[config.mk]
export PLATFORM = sky130hd
export DESIGN_NAME = overtemp_trip_latch
export DESIGN_NICKNAME = d
export VERILOG_FILES = /design/src/rtl/otl_pkg.sv /design/src/rtl/otl_datapath.sv /design/src/rtl/otl_ctrl.sv /design/src/rtl/overtemp_trip_latch.sv
export SDC_FILE = /design/constraint.sdc
export NUM_CORES = 1
export LEC_CHECK = 0
export ABC_AREA = 1
export BUFFER_PORTS_ARGS = -buffer_cell sky130_fd_sc_hd__buf_2
export CAP_MARGIN = 30
export CORE_MARGIN = 4
export CORE_UTILIZATION = 49
export CTS_CLUSTER_SIZE = 8
export DETAILED_ROUTE_END_ITERATION = 10
export MAX_ROUTING_LAYER = met4
export PLACE_DENSITY_LB_ADDON = 0.1
export SYNTH_ARGS = -nofsm -noshare
export SYNTH_HDL_FRONTEND = slang
export SYNTH_SLANG_ARGS = --single-unit
[constraint.sdc]
create_clock -name clk -period 1.2 [get_ports clk]
set_input_delay 0.36 -clock clk [delete_from_list [all_inputs] [get_ports clk]]
set_output_delay 0.36 -clock clk [all_outputs]
set_load 0.02 [all_outputs]
[src/rtl/otl_pkg.sv]
package otl_pkg;
  // Number of flops in each enable synchronizer.
  localparam int SYNC_DEPTH = 2;

  // Strobes from control to the temperature datapath.
  typedef struct packed {
    logic sampleEn;   // capture the incoming temperature code
    logic sampleClr;  // flush the held sample while unpowered
  } otlStrobe_t;
endpackage

[src/rtl/otl_datapath.sv]
module otl_datapath
  import otl_pkg::*;
#(
  parameter int TEMP_W = 8,
  parameter int MARGIN = 20
) (
  input  logic              clk,
  input  logic              rstN,
  input  otlStrobe_t        strobe,
  input  logic [TEMP_W-1:0] tempCode,
  input  logic [TEMP_W-1:0] maxTemp,
  output logic              hot
);
  localparam int WIDE_W = TEMP_W + 1;

  logic [TEMP_W-1:0] tempQ;
  logic [WIDE_W-1:0] threshold;

  always_ff @(posedge clk or negedge rstN) begin
    if (!rstN) begin
      tempQ <= '0;
    end else if (strobe.sampleClr) begin
      tempQ <= '0;
    end else if (strobe.sampleEn) begin
      tempQ <= tempCode;
    end
  end

  // The extra bit keeps maxTemp + MARGIN from wrapping around.
  always_comb begin
    threshold = {1'b0, maxTemp} + WIDE_W'(MARGIN);
    hot       = ({1'b0, tempQ} >= threshold);
  end

  // a trip point beyond the code range can never be reached.
  assert_no_wrap_hot_R9: assert property (@(posedge clk) disable iff (!rstN)
    (threshold > WIDE_W'((1 << TEMP_W) - 1)) |-> !hot);
endmodule

[src/rtl/otl_ctrl.sv]
module otl_ctrl
  import otl_pkg::*;
#(
  parameter int ARM_CYCLES = 990
) (
  input  logic       clk,
  input  logic       rstN,
  input  logic       powerGood,
  input  logic       coreOk,
  input  logic       termOk,
  input  logic       hotIn,
  output otlStrobe_t strobe,
  output logic       tripActive
);
  localparam int CNT_W = $clog2(ARM_CYCLES + 1);
  localparam int NUM_EN = 3;

  logic [NUM_EN-1:0] rawEn;
  logic [NUM_EN-1:0] syncEn;
  logic              enAll;
  logic [CNT_W-1:0]  armCnt;
  logic              armed;
  logic              latchQ;

  assign rawEn = {powerGood, coreOk, termOk};

  for (genvar i = 0; i < NUM_EN; i++) begin : g_sync
    logic [SYNC_DEPTH-1:0] stage;
    always_ff @(posedge clk or negedge rstN) begin
      if (!rstN) stage <= '0;
      else       stage <= {stage[SYNC_DEPTH-2:0], rawEn[i]};
    end
    assign syncEn[i] = stage[SYNC_DEPTH-1];
  end

  assign enAll = &syncEn;
  assign armed = (armCnt == CNT_W'(ARM_CYCLES));

  // The arming delay starts over whenever an enable is missing.
  always_ff @(posedge clk or negedge rstN) begin
    if (!rstN) begin
      armCnt <= '0;
    end else if (!enAll) begin
      armCnt <= '0;
    end else if (!armed) begin
      armCnt <= armCnt + 1'b1;
    end
  end

  always_ff @(posedge clk or negedge rstN) begin
    if (!rstN) begin
      latchQ <= 1'b0;
    end else if (!enAll) begin
      latchQ <= 1'b0;
    end else if (armed && hotIn) begin
      latchQ <= 1'b1;
    end
  end

  always_comb begin
    strobe.sampleEn  = enAll;
    strobe.sampleClr = !enAll;
    tripActive       = latchQ;
  end

  // the latch can only rise from an armed, hot state.
  assert_set_needs_arm_R3: assert property (@(posedge clk) disable iff (!rstN)
    (latchQ && !$past(latchQ)) |-> ($past(armed) && $past(hotIn)));

  // armed and hot sets the latch on the following edge.
  assert_hot_sets_R8: assert property (@(posedge clk) disable iff (!rstN)
    (enAll && armed && hotIn) |=> latchQ);

  // with enables present the latch only holds.
  assert_hold_R5: assert property (@(posedge clk) disable iff (!rstN)
    (latchQ && enAll) |=> latchQ);

  // a missing enable clears the latch.
  assert_clear_on_loss_R6: assert property (@(posedge clk) disable iff (!rstN)
    !enAll |=> !latchQ);

  // the counter never passes its limit and restarts on loss.
  assert_cnt_bound_R10: assert property (@(posedge clk) disable iff (!rstN)
    armCnt <= CNT_W'(ARM_CYCLES));
  assert_cnt_restart_R10: assert property (@(posedge clk) disable iff (!rstN)
    !enAll |=> (armCnt == '0));
endmodule

[src/rtl/overtemp_trip_latch.sv]
module overtemp_trip_latch
  import otl_pkg::*;
#(
  parameter int TEMP_W     = 8,
  parameter int MARGIN     = 20,
  parameter int ARM_CYCLES = 990
) (
  input  logic              clk,
  input  logic              rstN,
  input  logic [TEMP_W-1:0] tempCode,
  input  logic [TEMP_W-1:0] maxTemp,
  input  logic              powerGood,
  input  logic              coreOk,
  input  logic              termOk,
  output logic              tripN,
  output logic              clkHalt,
  output logic              supplyOffReq
);
  otlStrobe_t strobe;
  logic       hot;
  logic       tripActive;

  otl_ctrl #(.ARM_CYCLES(ARM_CYCLES)) u_ctrl (
    .clk        (clk),
    .rstN       (rstN),
    .powerGood  (powerGood),
    .coreOk     (coreOk),
    .termOk     (termOk),
    .hotIn      (hot),
    .strobe     (strobe),
    .tripActive (tripActive)
  );

  otl_datapath #(.TEMP_W(TEMP_W), .MARGIN(MARGIN)) u_dp (
    .clk      (clk),
    .rstN     (rstN),
    .strobe   (strobe),
    .tempCode (tempCode),
    .maxTemp  (maxTemp),
    .hot      (hot)
  );

  assign tripN        = !tripActive;
  assign clkHalt      = tripActive;
  assign supplyOffReq = tripActive;

  // halt and supply-off follow the trip pin on every edge.
  assert_outputs_agree_R4: assert property (@(posedge clk) disable iff (!rstN)
    (clkHalt == !tripN) && (supplyOffReq == !tripN));
endmodule

### Word level (Yosys, flattened, before mapping)

Index checks and enable logic that the tools add are counted.

| cells by class | value |
|---|---|
| add/sub/neg operators | 2 |
| order comparisons | 1 |
| equality and inequality tests | 3 |
| multiplexer cells | 5 |
| reduce and logical (&&, ||, !) cells | 3 |

Operators with widths:

| kind | number |
|---|---|
| two-way mux 10 bit | 2 |
| adder 10 x 1 -> 10 bit, second input constant | 1 |
| == test 10 bit, second input constant | 1 |
| adder 8 x 5 -> 9 bit, second input constant | 1 |
| >= comparator 8 x 9 -> 1 bit | 1 |
| two-way mux 8 bit | 1 |
| inequality test 2 bit, second input constant | 2 |
| AND reduction 3 bit | 1 |
| two-way mux 1 bit | 2 |
| logical AND 1 bit | 1 |
| logical NOT 1 bit | 1 |

| word-level totals | value |
|---|---|
| bits in registers | 25 |
| input bits | 21 |
| output and inout port bits | 3 |
| logic and storage cells | 20 |

### Logic depth before layout (Yosys ltp)

Gate-level depths: netlist (run 1).

| logic depth | value |
|---|---|
| depth after elaboration | 5 |
| gate-level depth with buffers | 13 |
| mapped depth without buffers | 13 |

### Cells and area by module

Synthesis (run 1) repeated with hierarchy kept, for this count alone.

| second synthesis, totals | value |
|---|---|
| cell total of the unflattened synthesis | 193 |
| area, all modules | 1567.8 sq um |

By module, submodules not included:

| module | instances | cells an instance | area an instance (sq um) | sequential area each (sq um) |
|---|---|---|---|---|
| otl_ctrl | 1 | 106 | 872.1 | 425.4 |
| otl_datapath | 1 | 85 | 684.4 | 200.2 |
| overtemp_trip_latch | 1 | 2 | 11.3 | 0.0 |

### Least setup slack after synthesis (run 1)

Ideal clock, no wire load.

| timing | value |
|---|---|
| path type | input to register |
| start | in maxTemp[2] |
| end | reg u_ctrl.latchQ (netlist: u_ctrl.tripActive) |
| library setup time | 0.116 ns |
| arrival | 1.546 ns |
| data required time | 1.084 ns |
| slack | -0.463 ns |
| stages on the path | 12 |
| path buffers | 0 |
| cells stage by stage | ha_1 > o21ai_0 > xor2_1 > ha_1 > nand2_1 > inv_1 > nand2_1 > nand2_1 > nand2_1 > nand2_1 > nand2_1 > nand2_1 |

| on the way | value |
|---|---|
| cells in the longest elaborated chain, start to end | 4 |

RTL lines:

| element | line | RTL |
|---|---|---|
| start, declared | overtemp_trip_latch.sv:11 | `input logic [TEMP_W-1:0] maxTemp,` |
| adder 8 x 5 -> 9 bit | otl_datapath.sv:31 | `threshold = {1'b0, maxTemp} + WIDE_W'(MARGIN);` |
| >= comparator 8 x 9 -> 1 bit | otl_datapath.sv:32 | `hot = ({1'b0, tempQ} >= threshold);` |
| logical AND 1 bit | otl_ctrl.sv:55 | `end else if (armed && hotIn) begin` |
| inequality test 2 bit (no line) | n/a |  |
| end signal, assigned | otl_ctrl.sv:52 | `latchQ <= 1'b0;` |
| end signal, assigned | otl_ctrl.sv:54 | `latchQ <= 1'b0;` |
| end signal, assigned | otl_ctrl.sv:56 | `latchQ <= 1'b1;` |
| end, declared | otl_ctrl.sv:23 | `logic latchQ;` |

No other way between the ends.
A chain may end at the register's enable or synchronous reset.

### Worst setup path after layout (run 1)

| timing | value |
|---|---|
| start | in maxTemp[3] |
| end | reg u_ctrl.latchQ (netlist: u_ctrl.tripActive) |

The elaborated chain is that of the path after synthesis.

==> impl_results.md, run 1 <==
* Register Area at 625.6 sq um
* First-pass GRT wire length at 4.409 mm
* PwrDens at 819.1 nW/um^2
* Die W at 60.15 um
* Worst slew pin tran at 0.2579 ns
* Clock transition at the registers of the reported paths at 0.13 ns
* Min setup slack post-route at -0.1928 ns
* DRT antenna net count at 0
* Boundary pin count at 24
* Global Route Usage Sum at 16.89%
* Dpl hpwl at 1.904 mm
* Skew final at 0.005072 ns
* Final period util at 116.1%
* H-tree depth at 1
* WL/cell at 11.65 um
* Layout cells sized above 1 at 37.37%
* Initial DRC Count at 35
* Main synth FF type: dfrtp_1
* Syn Nets at 183
* P_leak at 0.0009423 uW
* Root buf cell: clkbuf_4
* CTS tree: built
* Final hold violation count at 0
* Drt total wl at 2.563 mm
* PortBufs at 23
* Worst slack at placement at -0.5740 ns
* Vias in the first global route at 1063
* Min cycle time layout at 1.393 ns
* Final nets at 223
* Critical path data arrival time at 1.62 ns
* CP max FO at 2
* Via density at 4.809
* Initial antenna violation count at 0
* Failing checks: setup timing
* Largest net degree at the start of global routing at 16
* Core Rows at 18
* Final setup violation count at 14
* Synth cell count leaders: 33 x inv_1, 25 x dfrtp_1, 25 x nand2_1
* Maximum clock path buffer count at 2
* CP startpoint kind: input pin
* Die ar. at 3618 sq um
* FFs w/ async S/R, synth at 100.0%
* Count leader, synth: inv_1
* Layout fillers at 200
* Worst-Skew Late Latency at 0.32 ns
* Antenna cells at 0
* Standard cell core area at 2545 sq um
* Top-area cell type share of the netlist area at 46.95%
* Crit-path most repeated cell: nand2_1
* Unrepaired setup endpoints after global routing: yes
* Synthesis Warnings at 0
* Fmax at 718.0 MHz
* Post-synth EDFFs at 0
* Master of the slowest instance on the critical path: ha_1
* CP peak stage delay at 0.29 ns
* GRT overflow at 0
* Fin. max-slew vios at 0
* Kind of end point of the critical path: flip-flop
* Post-synthesis sequential area ratio at 46.95%
* Footprint of the multi-input gates at 650.6 sq um
* Yosys reg bits at 25
* Outcome: complete, but fails checks
* DP Cell Count at 212
* Max VDD drop at 0.0008575 V
* Crit-path cells: buf_8 > ha_4 > xor2_1 > ha_1 > nand2_1 > inv_1 > nand3_1 > nand3_1 > nand2_1 > nand2_1 > nand2_1 > nand2_1 > nand2_1 > nand2_1
* Slew headroom at 82.81%
* Initial Util at 52.36%
* Finished Core Util at 68.83%
* Pre-antenna DRT Iters at 4
* Cell Count, Final, Fillers Out at 220
* CP Data Required Time at 1.42 ns
* DR DRC count at 0
* Worst min-delay path category: input pin to flip-flop
* Yosys top cell by area: dfrtp_1
* Die Ht at 60.15 um
* Cells after Synth at 151
* Post-Syn Area at 1333 sq um
* Top cells by area, synth: dfrtp_1 47%, ha_1 10%, inv_1 9.3%
* Syn Area/Cell at 8.825 sq um
* Total CTS buffers at 3
* Clock Sinks at 25
* Setup_tns at -1.074 ns
* Synth unique cells at 25
* DR vias at 1058
* Area grow syn2layout at 31.46%
* Maxcap violations at 0
* Crit path kind: input pin to flip-flop
* RePlAce Congestion at 0.8241
==> report_power, final <==
group / internal [uW] / switching [uW]
clock: 125 / 240
combinational: 99.3 / 102
sequential: 861 / 7.45
total: 1080 / 350
==> worst paths after layout <==
| path | slack (ns) | cells after the start | from | endpoint |
|---|---|---|---|---|
| worst max-delay path | -0.19 | 14 | maxTemp[3] | u_ctrl.tripActive |
| worst min-delay path | 0.14 | 1 | termOk | u_ctrl.g_sync[0].stage[0] |
| worst max register to register | -0.14 | 11 | u_dp.tempQ[4] | u_ctrl.tripActive |
| worst min register to register | 0.36 | 0 | u_ctrl.g_sync[1].stage[0] | u_ctrl.g_sync[1].stage[1] |
| max in group asynchronous | 0.43 | 3 | rstN | u_ctrl.armCnt[8] |
| min in group asynchronous | 0.42 | 2 | rstN | u_dp.tempQ[6] |
==> critical path, delay by kind of cell <==
family | cells | cell delay [ns]
adder cells (fa/ha/maj) | 2 | 0.45
XOR/XNOR | 1 | 0.14
AND/OR/NAND/NOR | 9 | 0.50
buffers and inverters | 2 | 0.15
==> area by class of cell <==
| class | instances | share of cell area, % |
|---|---|---|
| repair buffers | 37 | 15.86 |
| multi-input cells | 89 | 37.14 |
| well taps | 30 | 2.143 |
| clock inverters | 1 | 0.2857 |
| clock buffers | 3 | 1.286 |
| flip-flops and latches | 25 | 35.71 |
| inverters | 35 | 7.571 |
==> metal layers <==
metal / wire (um) / track usage [%] / up-vias
met5: 0 / - / -
met4: 57 / 7.595 / 0
met3: 139 / 2.160 / 7
met2: 1211 / 28.55 / 26
met1: 1154 / 19.86 / 485
li1: - / - / 540
==> per-stage QoR <==
step / power (uW) / hold WS, ns / cell area [sq um]
3_5_place_dp: 1067 / 0.2458 / 1590
4_1_cts: 1442 / 0.1361 / 1740
2_1_floorplan: 967.8 / 0.06441 / 1361
5_1_grt: 1531 / 0.1105 / 1752
3_3_place_gp: 1057 / 0.2447 / 1590
6_report: 1435 / 0.1407 / 1752
==> cells in the final DEF, fill, tap and decap left out, drive strengths merged <==
master | netlist | final
dfrtp | 25 | 25
clkbuf | 0 | 3
xor2 | 5 | 5
ha | 11 | 11
nor2 | 18 | 18
clkinv | 1 | 2
o21ai | 5 | 5
xnor2 | 1 | 1
nand2 | 27 | 27
a211oi | 2 | 2
inv | 34 | 34
a21oi | 6 | 6
nand3 | 7 | 7
dlygate4sd3 | 0 | 1
o22ai | 1 | 1
a21o | 1 | 1
buf | 2 | 36
nand4 | 2 | 2
and3 | 1 | 1
nor3 | 2 | 2
==> kinds of logic after synthesis <==
kind of cell,after synthesis,synth area share [%]
DFF,25,46.95
xor gates and xnor gates,6,3.944
AOI/OAI and AO/OA,15,7.042
buffers and inverters,37,10.70
adders and majority gates,11,10.33
and+or+nand+nor,57,21.03
==> flip-flops by register name (all words and copies together), names as in the netlist <==
| name | flops |
|---|---|
| u_ctrl.armCnt | 10 |
| u_dp.tempQ | 8 |
| u_ctrl.g_sync.stage | 6 |
| u_ctrl.tripActive | 1 |
==> timing repair <==
| item | 4_1_cts | 5_1_grt |
|---|---|---|
| hold buffers | 1 | 0 |
| endpoints found under the hold margin | 10 | 0 |
| pin swaps | 12 | 2 |
| endpoints found under the setup margin | 14 | 14 |
| gates resized for setup | 28 | 2 |
| setup buffers | 3 | 0 |
Power figures use the tool's default switching activity.
==> run 2, diff against run 1 <==
--- a/config.mk
+++ b/config.mk
@@ -5,11 +5,12 @@
 export SDC_FILE = /design/constraint.sdc
 export NUM_CORES = 1
 export LEC_CHECK = 0
-export ABC_AREA = 1
+export ABC_AREA = 0
 export BUFFER_PORTS_ARGS = -buffer_cell sky130_fd_sc_hd__buf_2
 export CAP_MARGIN = 30
+export CORE_ASPECT_RATIO = 1.1
 export CORE_MARGIN = 4
-export CORE_UTILIZATION = 49
+export CORE_UTILIZATION = 48
 export CTS_CLUSTER_SIZE = 8
 export DETAILED_ROUTE_END_ITERATION = 10
 export MAX_ROUTING_LAYER = met4
==> impl_results.md, run 2 <==
* Global Route Usage Sum at 17.39% (+0.50 points)
* DR DRC count at 0 (unchanged)
* Die Ht at 60.77 um (+1.0%)
* Fin. max-slew vios at 0 (unchanged)
* Synthesis Warnings at 0 (unchanged)
* Via density at 5.204 (+8.2%)
* Area grow syn2layout at 40.89%
* Final period util at 122.9% (+6.9 points)
* Boundary pin count at 24 (unchanged)
* DR vias at 968 (-8.5%)
* Most common cell after layout, fill and taps aside: dfrtp_1
* Layout fillers at 166 (-17%)
* Initial DRC Count at 10 (-71%)
* Clock transition at the registers of the reported paths at 0.13 ns (about the same)
* Hold depth at 1 (unchanged)
* Kind of end point of the critical path: flip-flop
* Worst-Skew Late Latency at 0.33 ns (about the same)
* CP startpoint kind: input pin
* Unrepaired setup endpoints after global routing: yes
* Antenna cells at 0 (unchanged)
* Total power at 1422 uW (-0.89%)
* Largest net degree at the start of global routing at 26 (+10)
* Worst hold path endpoint: u_ctrl.g_sync[0].stage[0]
* Top-area cell type share of the netlist area at 51.49% (+4.5 points)
* Syn Area/Cell at 11.04 sq um (+25%)
* Finished Core Util at 73.79% (+5.0 points)
* Post-synth EDFFs at 0 (unchanged)
* Synth cell count leaders: 25 x dfrtp_1, 11 x ha_1, 10 x nor2_1
* Min cycle time layout at 1.475 ns (+0.08228 ns)
* Maxcap violations at 0 (unchanged)
* Dpl hpwl at 1.816 mm (-4.7%)
* R2r endpoint: u_ctrl.tripActive
* Critical path buffers and inverters at 1 (-1)
* Die W at 55.97 um (-6.9%)
* Final setup violation count at 10 (-4)
* Initial Util at 52.37% (about the same)
* Yosys reg bits at 25 (unchanged)
* RePlAce Congestion at 0.7926 (-3.8%)
* Min setup slack post-route at -0.2751 ns (-0.08228 ns)
* Hold_sp: termOk
* Standard cell core area at 2320 sq um (-8.8%)
* Failing checks: setup timing
* DP Cell Count at 178 (-16%)
* FFs w/ async S/R, synth at 100.0% (unchanged)
* Maximum clock path buffer count at 2 (unchanged)
* Crit-path cells: buf_8 > ha_4 > o21ai_2 > xor2_1 > ha_1 > a21oi_2 > o21ai_1 > a21oi_1 > o31a_1 > o22ai_1
* PortBufs at 23 (unchanged)
* Drt total wl at 2.492 mm (-2.8%)
* Post-synthesis sequential area ratio at 51.49% (+4.5 points)
* GRT overflow at 0 (unchanged)
* WL/cell at 13.40 um (+15%)
* Pre-antenna DRT Iters at 4 (unchanged)
* Commonest cells after routing, fill and taps aside: 24 x dfrtp_1, 19 x buf_4, 18 x buf_2
* CP peak stage delay at 0.27 ns (-0.02 ns)
* Clock Sinks at 25 (unchanged)
* Worst slack at placement at -0.7216 ns (-0.1476 ns)
* PwrDens at 830.9 nW/um^2 (+1.4%)
* Outcome: complete, but fails checks
* Top flop regs: u_ctrl.armCnt x10, u_dp.tempQ x8, u_ctrl.g_sync.stage x6
* First-pass GRT wire length at 4.312 mm (-2.2%)
* Root buf cell: clkbuf_4
* Vias in the first global route at 1024 (-3.7%)
* Worst R2R Path Depth at 7 (-4)
* Reg2Reg Setup Slack at -0.27 ns (-0.13 ns)
* Largest reg by FF count: u_ctrl.armCnt
* Skew final at 0.004963 ns (-0.0001092 ns)
* Worst min-delay path category: input pin to flip-flop
* Die ar. at 3401 sq um (-6.0%)
* Total CTS buffers at 3 (unchanged)
* Final Cell Area at 1712 sq um (-2.3%)
* Yosys top cell by area: dfrtp_1
* Max reg flops at 10 (unchanged)
* Final nets at 189 (-15%)
* Core Rows at 18 (unchanged)
* Critical path data arrival time at 1.69 ns (+0.07 ns)
* Synth unique cells at 28 (+12%)
* Final hold violation count at 0 (unchanged)
* Fmax at 677.9 MHz (-5.6%)
* DRT antenna net count at 0 (unchanged)
* Initial antenna violation count at 0 (unchanged)
* P_leak at 0.0008472 uW (-10%)
* R2R Path Start: u_dp.tempQ[0]
* CTS tree: built
* Max VDD drop at 0.0009513 V (+11%)
* Post-Syn Area at 1215 sq um (-8.8%)
* CP top delay family: compound AO/OA/AOI/OAI gates
* CP max FO at 3 (+1)
* Top cells by area, synth: dfrtp_1 51%, ha_1 11%, xor2_1 4.3%
* Count leader, synth: dfrtp_1
* CP Data Required Time at 1.42 ns (about the same)
* Layout cells sized above 1 at 45.51% (+8.1 points)
* Cells after Synth at 110 (-27%)
* Worst slew pin tran at 0.3894 ns (+0.1315 ns)
* Slew headroom at 73.97% (-8.8 points)
* Crit path kind: input pin to flip-flop
* Syn Nets at 142 (-22%)
* H-tree depth at 1 (unchanged)
* Cell Count, Final, Fillers Out at 186 (-15%)
* Post-place instance area at 1519 sq um (-4.5%)
* Main synth FF type: dfrtp_1
* Master of the slowest instance on the critical path: ha_1
-- run 2: cell count changes after synthesis, moves of 2 or more --
cell      delta
inv_1       -28
nand2_1     -19
and2_1       +8
nor2_1       -7
a31oi_1      +3
a211oi_1     +2
a211oi_2     -2
nand2_2      -2
nand3_2      -2
xnor2_1      +2
-- run 2: where the power goes --
| group | total [uW] | switching, uW | internal [uW] |
|---|---|---|---|
| Clock | 378 | 253 | 125 |
| Sequential | 869 | 7.87 | 861 |
| Combinational | 176 | 84.6 | 91.0 |
-- run 2: area by class of cell --
cell class,instances,area (sq um),area share (%)
timing repair buffer,44,317.8,18.57
inverter,5,18.77,1.096
tap,30,37.54,2.193
clock inverter,1,5.005,0.2924
sequential,25,626.9,36.62
clock buffer,3,22.52,1.316
multi-input combinational,78,683.2,39.91
-- run 2: repair_timing --
action,in CTS,in global routing
resized for setup,22,12
buffers inserted,1,2
hold buffers,1,0
pin swaps,9,16
hold endpoints to repair,11,0
endpoints found under the setup margin,12,14
-- run 2: cells by family (layout without fill, tap and decap cells) --
kind of cell | after synthesis | count (layout) | share of synthesized area (%)
simple gates | 39 | 39 | 18.74
flops | 25 | 25 | 51.49
compound gates | 19 | 19 | 9.476
fa+ha+maj | 11 | 11 | 11.33
xor+xnor | 9 | 9 | 6.489
buf+inv | 7 | 53 | 2.472
-- run 2: worst register-to-register path, stage by stage (launching register included) --
cell      delay, ns
dfrtp_1        0.39
inv_1          0.05
ha_1           0.21
nand2b_1       0.14
a21o_1         0.17
a21oi_1        0.18
o31a_1         0.16
o22ai_1        0.07
-- run 2: metal layers --
layer	global-route usage, %	part of all wire, %	vias up
li1	-	-	477
met1	17.54	38	468
met2	32.22	56	18
met3	3.191	3.9	5
met4	9.492	2.4	0
met5	-	0	-
-- run 2: worst max path at each step --
stage | from | slack [ns] | cells after the start | end
floorplan | maxTemp[2] | -0.46 | 9 | u_ctrl.tripActive
global placement | maxTemp[2] | -0.64 | 10 | u_ctrl.tripActive
detailed placement | maxTemp[2] | -0.72 | 10 | u_ctrl.tripActive
CTS | maxTemp[2] | -0.31 | 10 | u_ctrl.tripActive
global route | maxTemp[3] | -0.42 | 10 | u_ctrl.tripActive
finish | maxTemp[3] | -0.28 | 10 | u_ctrl.tripActive
-- run 2: per-stage QoR --
stage | TNS, ns | hold slack [ns]
5_1_grt | -1.871 | 0.1213
3_5_place_dp | -1.173 | 0.3426
4_1_cts | -1.124 | 0.1268
3_3_place_gp | -0.9906 | 0.3325
6_report | -1.165 | 0.1313
2_1_floorplan | -0.5527 | 0.06441
==> run 3, diff against run 2 <==
--- a/config.mk
+++ b/config.mk
@@ -10,7 +10,7 @@
 export CAP_MARGIN = 30
 export CORE_ASPECT_RATIO = 1.1
 export CORE_MARGIN = 4
-export CORE_UTILIZATION = 48
+export CORE_UTILIZATION = 53
 export CTS_CLUSTER_SIZE = 8
 export DETAILED_ROUTE_END_ITERATION = 10
 export MAX_ROUTING_LAYER = met4
==> constraint.sdc (replaced) <==
create_clock -name clk -period 1.6 [get_ports clk]
set_input_delay 0.48 -clock clk [delete_from_list [all_inputs] [get_ports clk]]
set_output_delay 0.48 -clock clk [all_outputs]
set_load 0.02 [all_outputs]
==> impl_results.md, run 3 (synthesis gave the netlist of run 2 again) <==
* Final hold violation count at 0 (unchanged)
* Worst min-delay path category: input pin to async pin
* Sw Share at 22.89% (-1.4 points)
* Final Cell Area at 1450 sq um (-15%)
* Worst R2R Path Depth at 7 (unchanged)
* Total CTS buffers at 3 (unchanged)
* Psw at 237.8 uW (-31%)
* Skew final at 0.002410 ns (-0.002553 ns)
* Kind of end point of the critical path: flip-flop
* Most common cell after layout, fill and taps aside: dfrtp_1
* Commonest cells after routing, fill and taps aside: 25 x dfrtp_1, 21 x buf_2, 10 x nor2_1
* DP Cell Count at 160 (-10%)
* Max reg flops at 10 (unchanged)
* Antenna cells at 0 (unchanged)
* Pre-antenna DRT Iters at 4 (unchanged)
* Root buf cell: clkbuf_4
* CP Data Required Time at 1.80 ns (+0.38 ns)
* Fmax at 608.5 MHz
* Comb pwr share at 11.4% (-0.9 points)
* Reg power frac at 62.7% (+1.6 points)
* PwrDens at 716.4 nW/um^2 (-14%)
* CTS tree: built
* Layout cells sized above 1 at 27.54% (-18 points)
* Core Rows at 17 (-1)
* Standard cell core area at 2085 sq um (-10%)
* R2R Path Start: u_ctrl.armCnt[0]
* Global Route Usage Sum at 18.52% (+1.1 points)
* Finished Core Util at 69.57% (-4.2 points)
* Failing checks: setup timing
* Fin. max-slew vios at 0 (unchanged)
* DR DRC count at 0 (unchanged)
* Critical path data arrival time at 1.84 ns (+0.15 ns)
* Maximum clock path buffer count at 2 (unchanged)
* Initial DRC Count at 4 (-6)
* Die W at 53.65 um (-4.1%)
* Final nets at 171 (-9.5%)
* Initial Util at 58.28% (+5.9 points)
* Min cycle time layout at 1.643 ns
* Clk pwr share at 25.9% (-0.7 points)
* Largest net degree at the start of global routing at 26 (unchanged)
* Max VDD drop at 0.0007091 V (-25%)
* Unrepaired setup endpoints after global routing: yes
* Boundary pin count at 24 (unchanged)
* GRT overflow at 0 (unchanged)
* Cell Count, Final, Fillers Out at 166 (-11%)
* Worst-Skew Late Latency at 0.31 ns (-0.02 ns)
* Min setup slack post-route at -0.04336 ns (+0.2318 ns)
* Cell Int Power at 801.0 uW (-26%)
* Critical path origin: maxTemp[2]
* Final period util at 102.7%
* Maxcap violations at 0 (unchanged)
* Slew headroom at 63.41% (-11 points)
* Dpl hpwl at 1.661 mm (-8.5%)
* Area grow syn2layout at 19.36%
* CP startpoint kind: input pin
* DRT antenna net count at 0 (unchanged)
* Final setup violation count at 1 (-9)
* First-pass GRT wire length at 4.064 mm (-5.8%)
* Worst slew pin tran at 0.5488 ns (+0.1595 ns)
* Initial antenna violation count at 0 (unchanged)
* DR vias at 919 (-5.1%)
* PortBufs at 23 (unchanged)
* Largest reg by FF count: u_ctrl.armCnt
* Drt total wl at 2.282 mm (-8.4%)
* Clock Sinks at 25 (unchanged)
* Post-place instance area at 1378 sq um (-9.3%)
* Outcome: complete, but fails checks
* Crit path kind: input pin to flip-flop
* WL/cell at 13.75 um (+2.6%)
* CP max FO at 3 (unchanged)
* Top flop regs: u_ctrl.armCnt x10, u_dp.tempQ x8, u_ctrl.g_sync.stage x6
* RePlAce Congestion at 0.8301 (+4.7%)
* Clock transition at the registers of the reported paths at 0.12 ns (about the same)
* Die ar. at 3123 sq um (-8.2%)
* Die Ht at 58.22 um (-4.2%)
* H-tree depth at 1 (unchanged)
* Vias in the first global route at 950 (-7.2%)
* P_leak at 0.0007193 uW (-15%)
* Via density at 5.536 (+6.4%)
[run 3: cell type report]
cell class	instances	area (sq um)
clock buffers	4	26.28
fillers	186	634.4
inverters	5	18.77
multi-input cells	78	590.6
flip-flops and latches	25	625.6
well taps	28	35.03
repair buffers	26	153.9
[run 3: power by group through the flow]
| stage | Combinational (uW) | Sequential [uW] | Clock [uW] |
|---|---|---|---|
| 5_1_grt | 139 | 654 | 312 |
| 6_report | 119 | 651 | 269 |
| 3_3_place_gp | 106 | 662 | 0 |
| 3_5_place_dp | 110 | 663 | 0 |
| 4_1_cts | 119 | 651 | 284 |
| 2_1_floorplan | 54.2 | 662 | 0 |
[run 3: worst paths after layout]
path / end / slack [ns]
min in group clk: u_ctrl.g_sync[0].stage[0] / 0.27
setup reg to reg: u_ctrl.armCnt[5] / 0.10
max in group asynchronous: u_dp.tempQ[6] / 1.10
setup / recovery: u_ctrl.tripActive / -0.04
hold / removal: u_ctrl.g_sync[0].stage[0] / 0.14
hold reg to reg: u_ctrl.g_sync[2].stage[1] / 0.36
[run 3: critical path, cell delays in order]
cell and delay [ns]:
buf_8 0.11, ha_4 0.16, buf_4 0.13, xor2_1 0.13, ha_1 0.29, a21oi_1 0.13
o21ai_1 0.07, a21oi_1 0.14, o31a_1 0.14, o22ai_1 0.07
[run 3: per-stage QoR]
stage / setup WS, ns / hold slack [ns] / total power [uW] / setup TNS [ns]
floorplan: -0.1756 / 0.1844 / 716.0 / -0.1756
detailed placement: -0.4353 / 0.3379 / 773.6 / -0.4353
global route: -0.1316 / 0.1508 / 1105 / -0.1316
global placement: -0.3671 / 0.3327 / 768.6 / -0.3671
CTS: -0.04722 / 0.1463 / 1054 / -0.04722
finish: -0.04336 / 0.1407 / 1039 / -0.04336
[run 3: what timing repair did]
item	in CTS	in global routing
endpoints found under the hold margin	0	0
setup endpoints to repair	1	2
cloned	0	0
buffers inserted	2	0
pin swaps	7	3
hold buffers	0	0
resized for setup	4	4
[run 3: metal layers]
layer	global-route usage (%)	routed length [um]	vias up
li1	-	-	438
met1	22.09	947	445
met5	-	0	-
met3	3.342	107	8
met2	29.42	1155	28
met4	9.489	72	0
